`config.mk`:
```
export PLATFORM = sky130hd
export DESIGN_NAME = fsq_commit_top
export DESIGN_NICKNAME = d
export VERILOG_FILES = /design/src/rtl/fsq_pkg.sv /design/src/rtl/fsq_entries.sv /design/src/rtl/fsq_fp_throttle.sv /design/src/rtl/fsq_wb_pipe.sv /design/src/rtl/fsq_commit_top.sv
export SDC_FILE = /design/constraint.sdc
export NUM_CORES = 1
export LEC_CHECK = 0
export BUFFER_PORTS_ARGS = -buffer_cell sky130_fd_sc_hd__buf_4
export CORE_ASPECT_RATIO = 0.75
export CORE_MARGIN = 8
export CORE_UTILIZATION = 25
export CTS_CLUSTER_SIZE = 8
export DETAILED_ROUTE_END_ITERATION = 10
export GPL_TIMING_DRIVEN = 1
export PLACE_DENSITY_LB_ADDON = 0.15
export SLEW_MARGIN = 20
export SYNTH_ARGS = -nofsm -noshare
export SYNTH_HDL_FRONTEND = slang
export SYNTH_SLANG_ARGS = --single-unit
```
`constraint.sdc`:
```
create_clock -name clk -period 2.3 [get_ports clk]
set_input_delay 0 -clock clk [delete_from_list [all_inputs] [get_ports clk]]
set_output_delay 0 -clock clk [all_outputs]
set_load 0.02 [all_outputs]
```
`src/rtl/fsq_pkg.sv`:
```
`timescale 1ns/1ps
package fsq_pkg;

    typedef enum logic [1:0] {
        CLS_INT = 2'b00,
        CLS_FP  = 2'b01,
        CLS_VEC = 2'b10
    } st_class_e;

    localparam int CLS_W = 2;

endpackage

```
`src/rtl/fsq_entries.sv`:
```
`timescale 1ns/1ps
module fsq_entries #(
    parameter int DEPTH = 3,
    parameter int PAY_W = 20
) (
    input  logic             clk,
    input  logic             rst_n,
    input  logic             push,
    input  logic [PAY_W-1:0] push_data,
    input  logic             pop,
    output logic             head_valid,
    output logic [PAY_W-1:0] head_data,
    output logic             full
);
    localparam int PTR_W = (DEPTH > 1) ? $clog2(DEPTH) : 1;
    localparam int CNT_W = $clog2(DEPTH + 1);

    typedef struct packed {
        logic [DEPTH-1:0][PAY_W-1:0] slot;
        logic [PTR_W-1:0]            rd;
        logic [PTR_W-1:0]            wr;
        logic [CNT_W-1:0]            cnt;
    } q_t;

    q_t q_d, q_q;
    logic take, drop;

    function automatic logic [PTR_W-1:0] bump(input logic [PTR_W-1:0] p);
        return (p == PTR_W'(DEPTH - 1)) ? '0 : p + PTR_W'(1);
    endfunction

    assign head_valid = (q_q.cnt != '0);
    assign full       = (q_q.cnt == CNT_W'(DEPTH));
    assign head_data  = q_q.slot[q_q.rd];

    always_comb begin
        q_d  = q_q;
        take = push && !full;
        drop = pop && head_valid;
        if (take) begin
            q_d.slot[q_q.wr] = push_data;
            q_d.wr           = bump(q_q.wr);
        end
        if (drop) begin
            q_d.rd = bump(q_q.rd);
        end
        case ({take, drop})
            2'b10:   q_d.cnt = q_q.cnt + CNT_W'(1);
            2'b01:   q_d.cnt = q_q.cnt - CNT_W'(1);
            default: q_d.cnt = q_q.cnt;
        endcase
    end

    always_ff @(posedge clk or negedge rst_n) begin
        if (!rst_n) q_q <= '0;
        else        q_q <= q_d;
    end

    AST_NO_OVERFLOW: assert property (@(posedge clk) disable iff (!rst_n)
        q_q.cnt <= CNT_W'(DEPTH));
    AST_FULL_STAYS: assert property (@(posedge clk) disable iff (!rst_n)
        (full && !pop) |=> full);
    AST_EMPTY_NO_POP: assert property (@(posedge clk) disable iff (!rst_n)
        (!head_valid && !push) |=> !head_valid);

endmodule

```
`src/rtl/fsq_fp_throttle.sv`:
```
`timescale 1ns/1ps
module fsq_fp_throttle #(
    parameter int GAP = 3
) (
    input  logic clk,
    input  logic rst_n,
    input  logic fp_fire,
    output logic fp_ok
);
    localparam int CW = $clog2(GAP + 1);

    typedef struct packed {
        logic [CW-1:0] cnt;
    } th_t;

    th_t th_d, th_q;

    assign fp_ok = (th_q.cnt == '0);

    always_comb begin
        th_d = th_q;
        if (fp_fire)               th_d.cnt = CW'(GAP - 1);
        else if (th_q.cnt != '0)   th_d.cnt = th_q.cnt - CW'(1);
    end

    always_ff @(posedge clk or negedge rst_n) begin
        if (!rst_n) th_q <= '0;
        else        th_q <= th_d;
    end

    // Independent spacing monitor: cycles since the last floating-point commit.
    logic [CW-1:0] since_q;
    logic          seen_q;
    always_ff @(posedge clk or negedge rst_n) begin
        if (!rst_n) begin
            since_q <= '0;
            seen_q  <= 1'b0;
        end else if (fp_fire) begin
            since_q <= '0;
            seen_q  <= 1'b1;
        end else if (since_q != CW'(GAP)) begin
            since_q <= since_q + CW'(1);
        end
    end

    AST_FP_SPACING: assert property (@(posedge clk) disable iff (!rst_n)
        (fp_fire && seen_q) |-> (since_q >= CW'(GAP - 1)));

endmodule

```
`src/rtl/fsq_wb_pipe.sv`:
```
`timescale 1ns/1ps
module fsq_wb_pipe #(
    parameter int STAGES = 2,
    parameter int PAY_W  = 20
) (
    input  logic             clk,
    input  logic             rst_n,
    input  logic             in_fire,
    input  logic [PAY_W-1:0] in_data,
    input  logic             dn_ready,
    output logic             adv,
    output logic             out_valid,
    output logic [PAY_W-1:0] out_data
);
    typedef struct packed {
        logic [STAGES-1:0]            vld;
        logic [STAGES-1:0][PAY_W-1:0] dat;
    } p_t;

    p_t p_d, p_q;

    assign out_valid = p_q.vld[STAGES-1];
    assign out_data  = p_q.dat[STAGES-1];
    assign adv       = !(out_valid && !dn_ready);

    always_comb begin
        p_d = p_q;
        if (adv) begin
            p_d.vld[0] = in_fire;
            p_d.dat[0] = in_data;
            for (int i = 1; i < STAGES; i++) begin
                p_d.vld[i] = p_q.vld[i-1];
                p_d.dat[i] = p_q.dat[i-1];
            end
        end
    end

    always_ff @(posedge clk or negedge rst_n) begin
        if (!rst_n) p_q <= '0;
        else        p_q <= p_d;
    end

    AST_STALL_HOLD: assert property (@(posedge clk) disable iff (!rst_n)
        (out_valid && !dn_ready) |=> (out_valid && $stable(out_data)));
    AST_NO_FIRE_FROZEN: assert property (@(posedge clk) disable iff (!rst_n)
        !adv |-> !in_fire);

endmodule

```
`src/rtl/fsq_commit_top.sv`:
```
`timescale 1ns/1ps
module fsq_commit_top #(
    parameter int ADDR_W    = 16,
    parameter int SIZE_W    = 2,
    parameter int DEPTH     = 3,
    parameter int WB_STAGES = 2,
    parameter int FP_GAP    = 3
) (
    input  logic              clk,
    input  logic              rst_n,
    input  logic              st_valid,
    input  logic [ADDR_W-1:0] st_addr,
    input  logic [SIZE_W-1:0] st_size,
    input  logic [1:0]        st_cls,
    output logic              fsq_full,
    input  logic              oldest,
    input  logic              csq_ready,
    output logic              commit,
    output logic              wb_valid,
    output logic [ADDR_W-1:0] wb_addr,
    output logic [SIZE_W-1:0] wb_size,
    output logic [1:0]        wb_cls
);
    import fsq_pkg::*;

    localparam int PAY_W = CLS_W + SIZE_W + ADDR_W;

    logic             head_valid;
    logic [PAY_W-1:0] head_data;
    logic [PAY_W-1:0] out_data;
    logic             head_fp;
    logic             fp_ok;
    logic             wb_adv;
    logic             fp_fire;

    fsq_entries #(.DEPTH(DEPTH), .PAY_W(PAY_W)) u_entries (
        .clk        (clk),
        .rst_n      (rst_n),
        .push       (st_valid),
        .push_data  ({st_cls, st_size, st_addr}),
        .pop        (commit),
        .head_valid (head_valid),
        .head_data  (head_data),
        .full       (fsq_full)
    );

    assign head_fp = (head_data[PAY_W-1 -: CLS_W] == CLS_FP);
    assign commit  = head_valid && oldest && wb_adv && (!head_fp || fp_ok);
    assign fp_fire = commit && head_fp;

    fsq_fp_throttle #(.GAP(FP_GAP)) u_throttle (
        .clk     (clk),
        .rst_n   (rst_n),
        .fp_fire (fp_fire),
        .fp_ok   (fp_ok)
    );

    fsq_wb_pipe #(.STAGES(WB_STAGES), .PAY_W(PAY_W)) u_wb (
        .clk       (clk),
        .rst_n     (rst_n),
        .in_fire   (commit),
        .in_data   (head_data),
        .dn_ready  (csq_ready),
        .adv       (wb_adv),
        .out_valid (wb_valid),
        .out_data  (out_data)
    );

    assign wb_addr = out_data[ADDR_W-1:0];
    assign wb_size = out_data[ADDR_W +: SIZE_W];
    assign wb_cls  = out_data[PAY_W-1 -: CLS_W];

    AST_COMMIT_OLDEST: assert property (@(posedge clk) disable iff (!rst_n)
        commit |-> oldest);
    AST_NO_COMMIT_STALLED: assert property (@(posedge clk) disable iff (!rst_n)
        (wb_valid && !csq_ready) |-> !commit);
    AST_FULL_AFTER_FILL: assert property (@(posedge clk) disable iff (!rst_n)
        (fsq_full && !commit) |=> fsq_full);

endmodule

```
[Word level (Yosys, flattened, before mapping)]
Cells that the tools add are included.
Word-level totals
  bits of input ports: 25
  bits in registers: 110
  output and inout bits: 23
  word-level logic and storage cells: 52
Operators by class
  reductions and logical operators: 18
  add/subtract/negate cells: 5
  equal/unequal tests: 6
  $lt $le $gt $ge: 3
  muxes and demuxes: 10
Operators by type and width (count)
  60-bit bitwise mux: 1
  20-bit binary-select mux with 2-bit select: 1
  20-bit demux with 2-bit select: 1
  20-bit two-way mux: 2
  2-bit == test, second input constant: 4
  1-bit logical AND: 8
  2-bit two-way mux: 4
  2-bit nonzero test: 4
  2-bit by 1-bit adder with 2-bit output, second input constant: 3
  2-bit by 3-bit < comparator with 1-bit output, second input constant: 2
  2-bit by 1-bit == test with 1-bit output, second input constant: 2
  1-bit logical NOT: 4
  2-bit one-hot mux with 2 select lines: 1
  2-bit by 1-bit subtractor with 2-bit output, second input constant: 2
  2-bit by 1-bit >= comparator with 1-bit output, second input constant: 1
  2-bit logical NOT: 1
  1-bit logical OR: 1

[Logic depth before layout (Yosys ltp)]
  depth after elaboration: 9
  mapped depth: 8
  depth with buffers taken out: 8

[Hierarchy]
A second synthesis with hierarchy kept.
Second synthesis, totals
  cell total of the unflattened synthesis: 345
  area total of the unflattened synthesis: 4958.5 sq um
Modules (own cells, without submodules)
  fsq_entries: cells each 220, sequential area each 1651.6 sq um, area an instance 3000.4 sq um, times used 1
  fsq_wb_pipe: cells each 111, sequential area each 1051.0 sq um, area an instance 1835.5 sq um, times used 1
  fsq_fp_throttle: cells each 9, sequential area each 50.0 sq um, area an instance 95.1 sq um, times used 1
  fsq_commit_top: cells each 5, sequential area each 0.0 sq um, area an instance 27.5 sq um, times used 1

[Worst setup path before layout]
OpenSTA, ideal clock, no wires.
  path type: register to register
  start: reg u_entries.q_q[5] in the netlist's numbering
  end: reg u_entries.q_q[1] in the netlist's numbering
  clock period less this slack: 1795 ps
  stages on the path, launching flop included: 8
  data required time: 2221 ps
  arrival time: 1716 ps
  library setup time: 79 ps
  setup slack: 505 ps
  buffers on the path: 1
  cell sequence: dfrtp_1 buf_2 mux2i_1 a2bb2oi_2 a311oi_4 ha_1 nor2_1 xor2_1
On the way
  longest elaborated chain between the ends: 9
  elaborated cells between the ends (all ways): 11
  those cells by class: eq/ne (3); mux (3); reduce/logical (5)
RTL lines
  start, declared: RTL line fsq_entries.sv:25  | q_t q_d, q_q;
  start signal, assigned: RTL line fsq_entries.sv:56  | else q_q <= q_d;
  20-bit binary-select mux with 2-bit select (*): RTL line fsq_entries.sv:34  | assign head_data = q_q.slot[q_q.rd];
  20-bit two-way mux (not written as such) (*): RTL line fsq_entries.sv:34
  2-bit by 1-bit == test with 1-bit output (*): RTL line fsq_commit_top.sv:47  | assign head_fp = (head_data[PAY_W-1 -: CLS_W] == CLS_FP);
  1-bit logical NOT (*): RTL line fsq_commit_top.sv:48  | assign commit = head_valid && oldest && wb_adv && (!head_fp || fp_ok);
  1-bit logical OR (*): RTL line fsq_commit_top.sv:48
  1-bit logical AND (*): RTL line fsq_commit_top.sv:48
  1-bit logical AND (*): RTL line fsq_entries.sv:39  | drop = pop && head_valid;
  named net u_entries.drop: RTL line fsq_entries.sv:26  | logic take, drop;
  2-bit by 1-bit == test with 1-bit output or 2-bit == test (tied branches): RTL line fsq_entries.sv:47  | case ({take, drop})
  2-bit one-hot mux with 2 select lines or 2-bit nonzero test (tied branches)
The timed path passes the listed nets; every way through them passes the cells marked *. The select of a mux whose other input is x is not followed.
A chain may end at the register's enable or synchronous reset.

[Worst setup path after layout]
Ends and elaborated chain as after synthesis.

==> flow_summary.ini <==
[status]
status = completed

[worst_setup_path]
setup.worst_path.start_class = register
worst_ep_arrival_time_ns = 2.27
rrSetupSlack_ns = 0.30
critPathKind = reg -> reg
critPathLaunch = u_entries.q_q[5]
cp_max_fo = 5
cp_data_required_time_ns = 2.57
r2r-end = u_entries.q_q[1]
rr_startpoint = u_entries.q_q[5]
endpoint_kind = register
endpoint = u_entries.q_q[1]
r2r_cells = 6

[final_layout]
final_nets = 481
stdcell_area_mm2 = 0.00587
layout-drive-gt1-share_pct = 31.6
multiInputGateArea_mm2 = 0.00181
seq_area_mm2 = 0.00275
diodes = 0
area_delta_synth_final_pct = 21.7
fillers = 1998

[global_route]
grt_pass1_wl_um = 18500
grt-ovfl-total = 0
grt_pass1_vias = 3185
grt_max_degree = 61
gr-usage-all-layers_pct = 10.1
antenna_found_initial = 0

[sta]
tightest_slew_ns = 0.764
slew_violations = 0
rsz0062_at_grt = false
setup_viol = 0
fmax_mhz = 500
period_share_pct = 87.0
hold_ws_ns = 0.147
skew_ns = 0.00888
hold_viol_final = 0
fin_tns_setup_ns = 0
fin_crit_ns = 2.00
max-slew-margin-rel_pct = 49.1

[cts]
cts-root-buf = clkbuf_16
cts_setup_buffers = 0
htreeDepth = 3
cts.sinks = 110
clockBufferDepth = 2
insertion_delay_ns = 0.35
clk_pin_slew_worst_paths_ns = 0.07
cts_made_buffers = 9
cts_tree = done

[synth]
ys_seq_area_share_pct = 57.1
synth_nets = 433
postSynthCellCount = 406
ys_ff_latch = 110
syn_avg_cell_area_um2 = 11.9
syn_area_mm2 = 0.00482
yosysWarnings = 0
synth.distinct_cells = 31

[die]
core_area_mm2 = 0.0192
die_w_um = 176
start_util_pct = 25.2
placementRows = 44
dieArea_mm2 = 0.0240
die_h_um = 136
pin_count = 48

[power_and_ir_drop]
power_frac_comb_pct = 40.8
p_seq_share_pct = 40.0
p_per_area_mw_per_mm2 = 1480
p_clk_share_pct = 19.1
p_leak_uw = 0.00273
power.net_switching_uw = 3060
intPower_uw = 5630
ir_drop_v = 0.000523
switching_share_pct = 35.2

[drt]
vias = 2901
drt_pass1_iterations = 6
routed_wirelength_um = 11000
drt.antenna.violating_nets = 0
drt-wirelength-per-cell_um = 15.4
drc = 0
via_per_inst = 4.07
first_iter_violations = 142

[place]
place_hpwl_um = 7370
place_congestion = 0.713
placed_cell_area_mm2 = 0.00534
io_buffers = 47

[min_path]
hp-start = st_valid
hold_class = in -> reg

[flow_run]
drv_cap = 0
-- layout make-up --
type	count	share of cell area, %
Clock buffer	10	3.90
Sequential cell	110	46.9
Multi-Input combinational cell	250	30.8
Tap cell	253	5.40
Timing Repair Buffer	80	11.3
Inverter	3	0.192
Clock inverter	6	1.47
-- per-layer routing --
| layer | global-route usage (%) | share of wire (%) |
|---|---|---|
| met4 | 3.21 | 1.2 |
| met2 | 14.2 | 39 |
| met5 | 0 | 0 |
| met1 | 14.4 | 54 |
| met3 | 3.19 | 5.4 |
-- flip-flops by register name, indices dropped and copies added (netlist names) --
register / flops
u_wb.out_data: 20
u_throttle.th_q: 2
u_entries.q_q: 66
u_wb.p_q: 21
u_wb.out_valid: 1
-- cells in the final DEF, fill, tap and decap left out, types with 2 or more instances in the layout --
cell | netlist | routed
mux2_2 | 40 | 40
dlygate4sd3_1 | 0 | 21
ha_1 | 2 | 2
dfrtp_1 | 110 | 110
o21ai_0 | 2 | 2
xnor2_1 | 2 | 2
clkbuf_16 | 0 | 9
a21oi_1 | 37 | 37
mux2_4 | 22 | 22
nand2_1 | 63 | 63
bufinv_16 | 0 | 2
buf_4 | 20 | 58
inv_1 | 3 | 3
clkinv_2 | 0 | 2
mux2i_1 | 21 | 21
a21o_1 | 2 | 2
nor2b_2 | 1 | 2
nor2_1 | 44 | 44
-- power by group through the flow --
stage	Clock (uW)	Combinational (uW)	Sequential (uW)
after floorplan	0	2790	3360
after global placement	0	3540	3490
after detailed placement	0	3610	3520
after CTS	1740	3650	3490
after global routing	1820	3990	3630
final	1660	3550	3480
-- worst min path at each step --
stage	slack, ns	end	cells past startpoint
6_report	0.15	u_entries.q_q[3]	4
4_1_cts	0.13	u_entries.q_q[3]	4
5_1_grt	0.17	u_entries.q_q[3]	4
2_1_floorplan	-0.30	u_entries.q_q[0]	0
3_5_place_dp	0.14	u_entries.q_q[57]	1
3_3_place_gp	0.13	u_entries.q_q[17]	1
-- worst max-delay path, cell delays in order (launching register included) --
cell and delay, ns:
dfrtp_1 0.47, mux2i_1 0.28, o2bb2ai_2 0.15, a311oi_4 0.39
ha_1 0.32, nor2_1 0.14, xor2_1 0.17
-- per-stage QoR --
stage | util [%] | std cells | power [uW] | setup slack, ns
5_1_grt | 30.6 | 712 | 9440 | 0.168
2_1_floorplan | - | 406 | 6150 | 0.505
6_report | 30.6 | 712 | 8690 | 0.300
3_3_place_gp | 27.9 | 675 | 7040 | 0.407
3_5_place_dp | 27.9 | 675 | 7140 | 0.287
4_1_cts | 30.6 | 712 | 8880 | 0.263
-- cell families after synthesis --
| family | count (synthesis) | synth area share (%) |
|---|---|---|
| and+or+nand+nor | 114 | 9.37 |
| DFF | 110 | 57.1 |
| AOI/OAI and AO/OA | 48 | 6.25 |
| xor gates and xnor gates | 3 | 0.545 |
| buffers and inverters | 46 | 5.68 |
| adders and majority gates | 2 | 0.519 |
| muxes | 83 | 20.6 |
-- what timing repair did --
action | CTS | global route
hold endpoints to repair | 114 | 0
resized for setup | 0 | 0
hold buffers | 21 | 0
endpoints found under the setup margin | 0 | 0
-- synth_stat cells --
| master | count | area [um^2] |
|---|---|---|
| nor2_1 | 44 | 165 |
| a311oi_1 | 1 | 8.76 |
| and2_1 | 1 | 6.26 |
| o2bb2ai_2 | 1 | 15.0 |
| a31oi_1 | 1 | 6.26 |
| o21ai_0 | 2 | 10.0 |
| buf_1 | 1 | 3.75 |
| a21o_1 | 2 | 15.0 |
| nor2b_2 | 1 | 8.76 |
| inv_1 | 3 | 11.3 |
| mux2_4 | 22 | 330 |
| ha_1 | 2 | 25.0 |
| nor2b_1 | 1 | 6.26 |
| a311oi_4 | 1 | 26.3 |
| or3b_4 | 1 | 11.3 |
| xnor2_1 | 2 | 17.5 |
| dfrtp_1 | 110 | 2750 |
| buf_6 | 2 | 22.5 |
| a21oi_1 | 37 | 185 |
| a2bb2oi_2 | 1 | 15.0 |
| clkbuf_1 | 11 | 41.3 |
| mux2i_1 | 21 | 210 |
| nand2_1 | 63 | 236 |
| xor2_1 | 1 | 8.76 |
| a311o_1 | 1 | 10.0 |
| buf_2 | 9 | 45.0 |
| a21bo_2 | 1 | 10.0 |
| buf_4 | 20 | 150 |
| mux2_2 | 40 | 450 |
| nor3_1 | 1 | 5.00 |
| nand2b_1 | 2 | 12.5 |
Power figures use the tool's default switching activity.
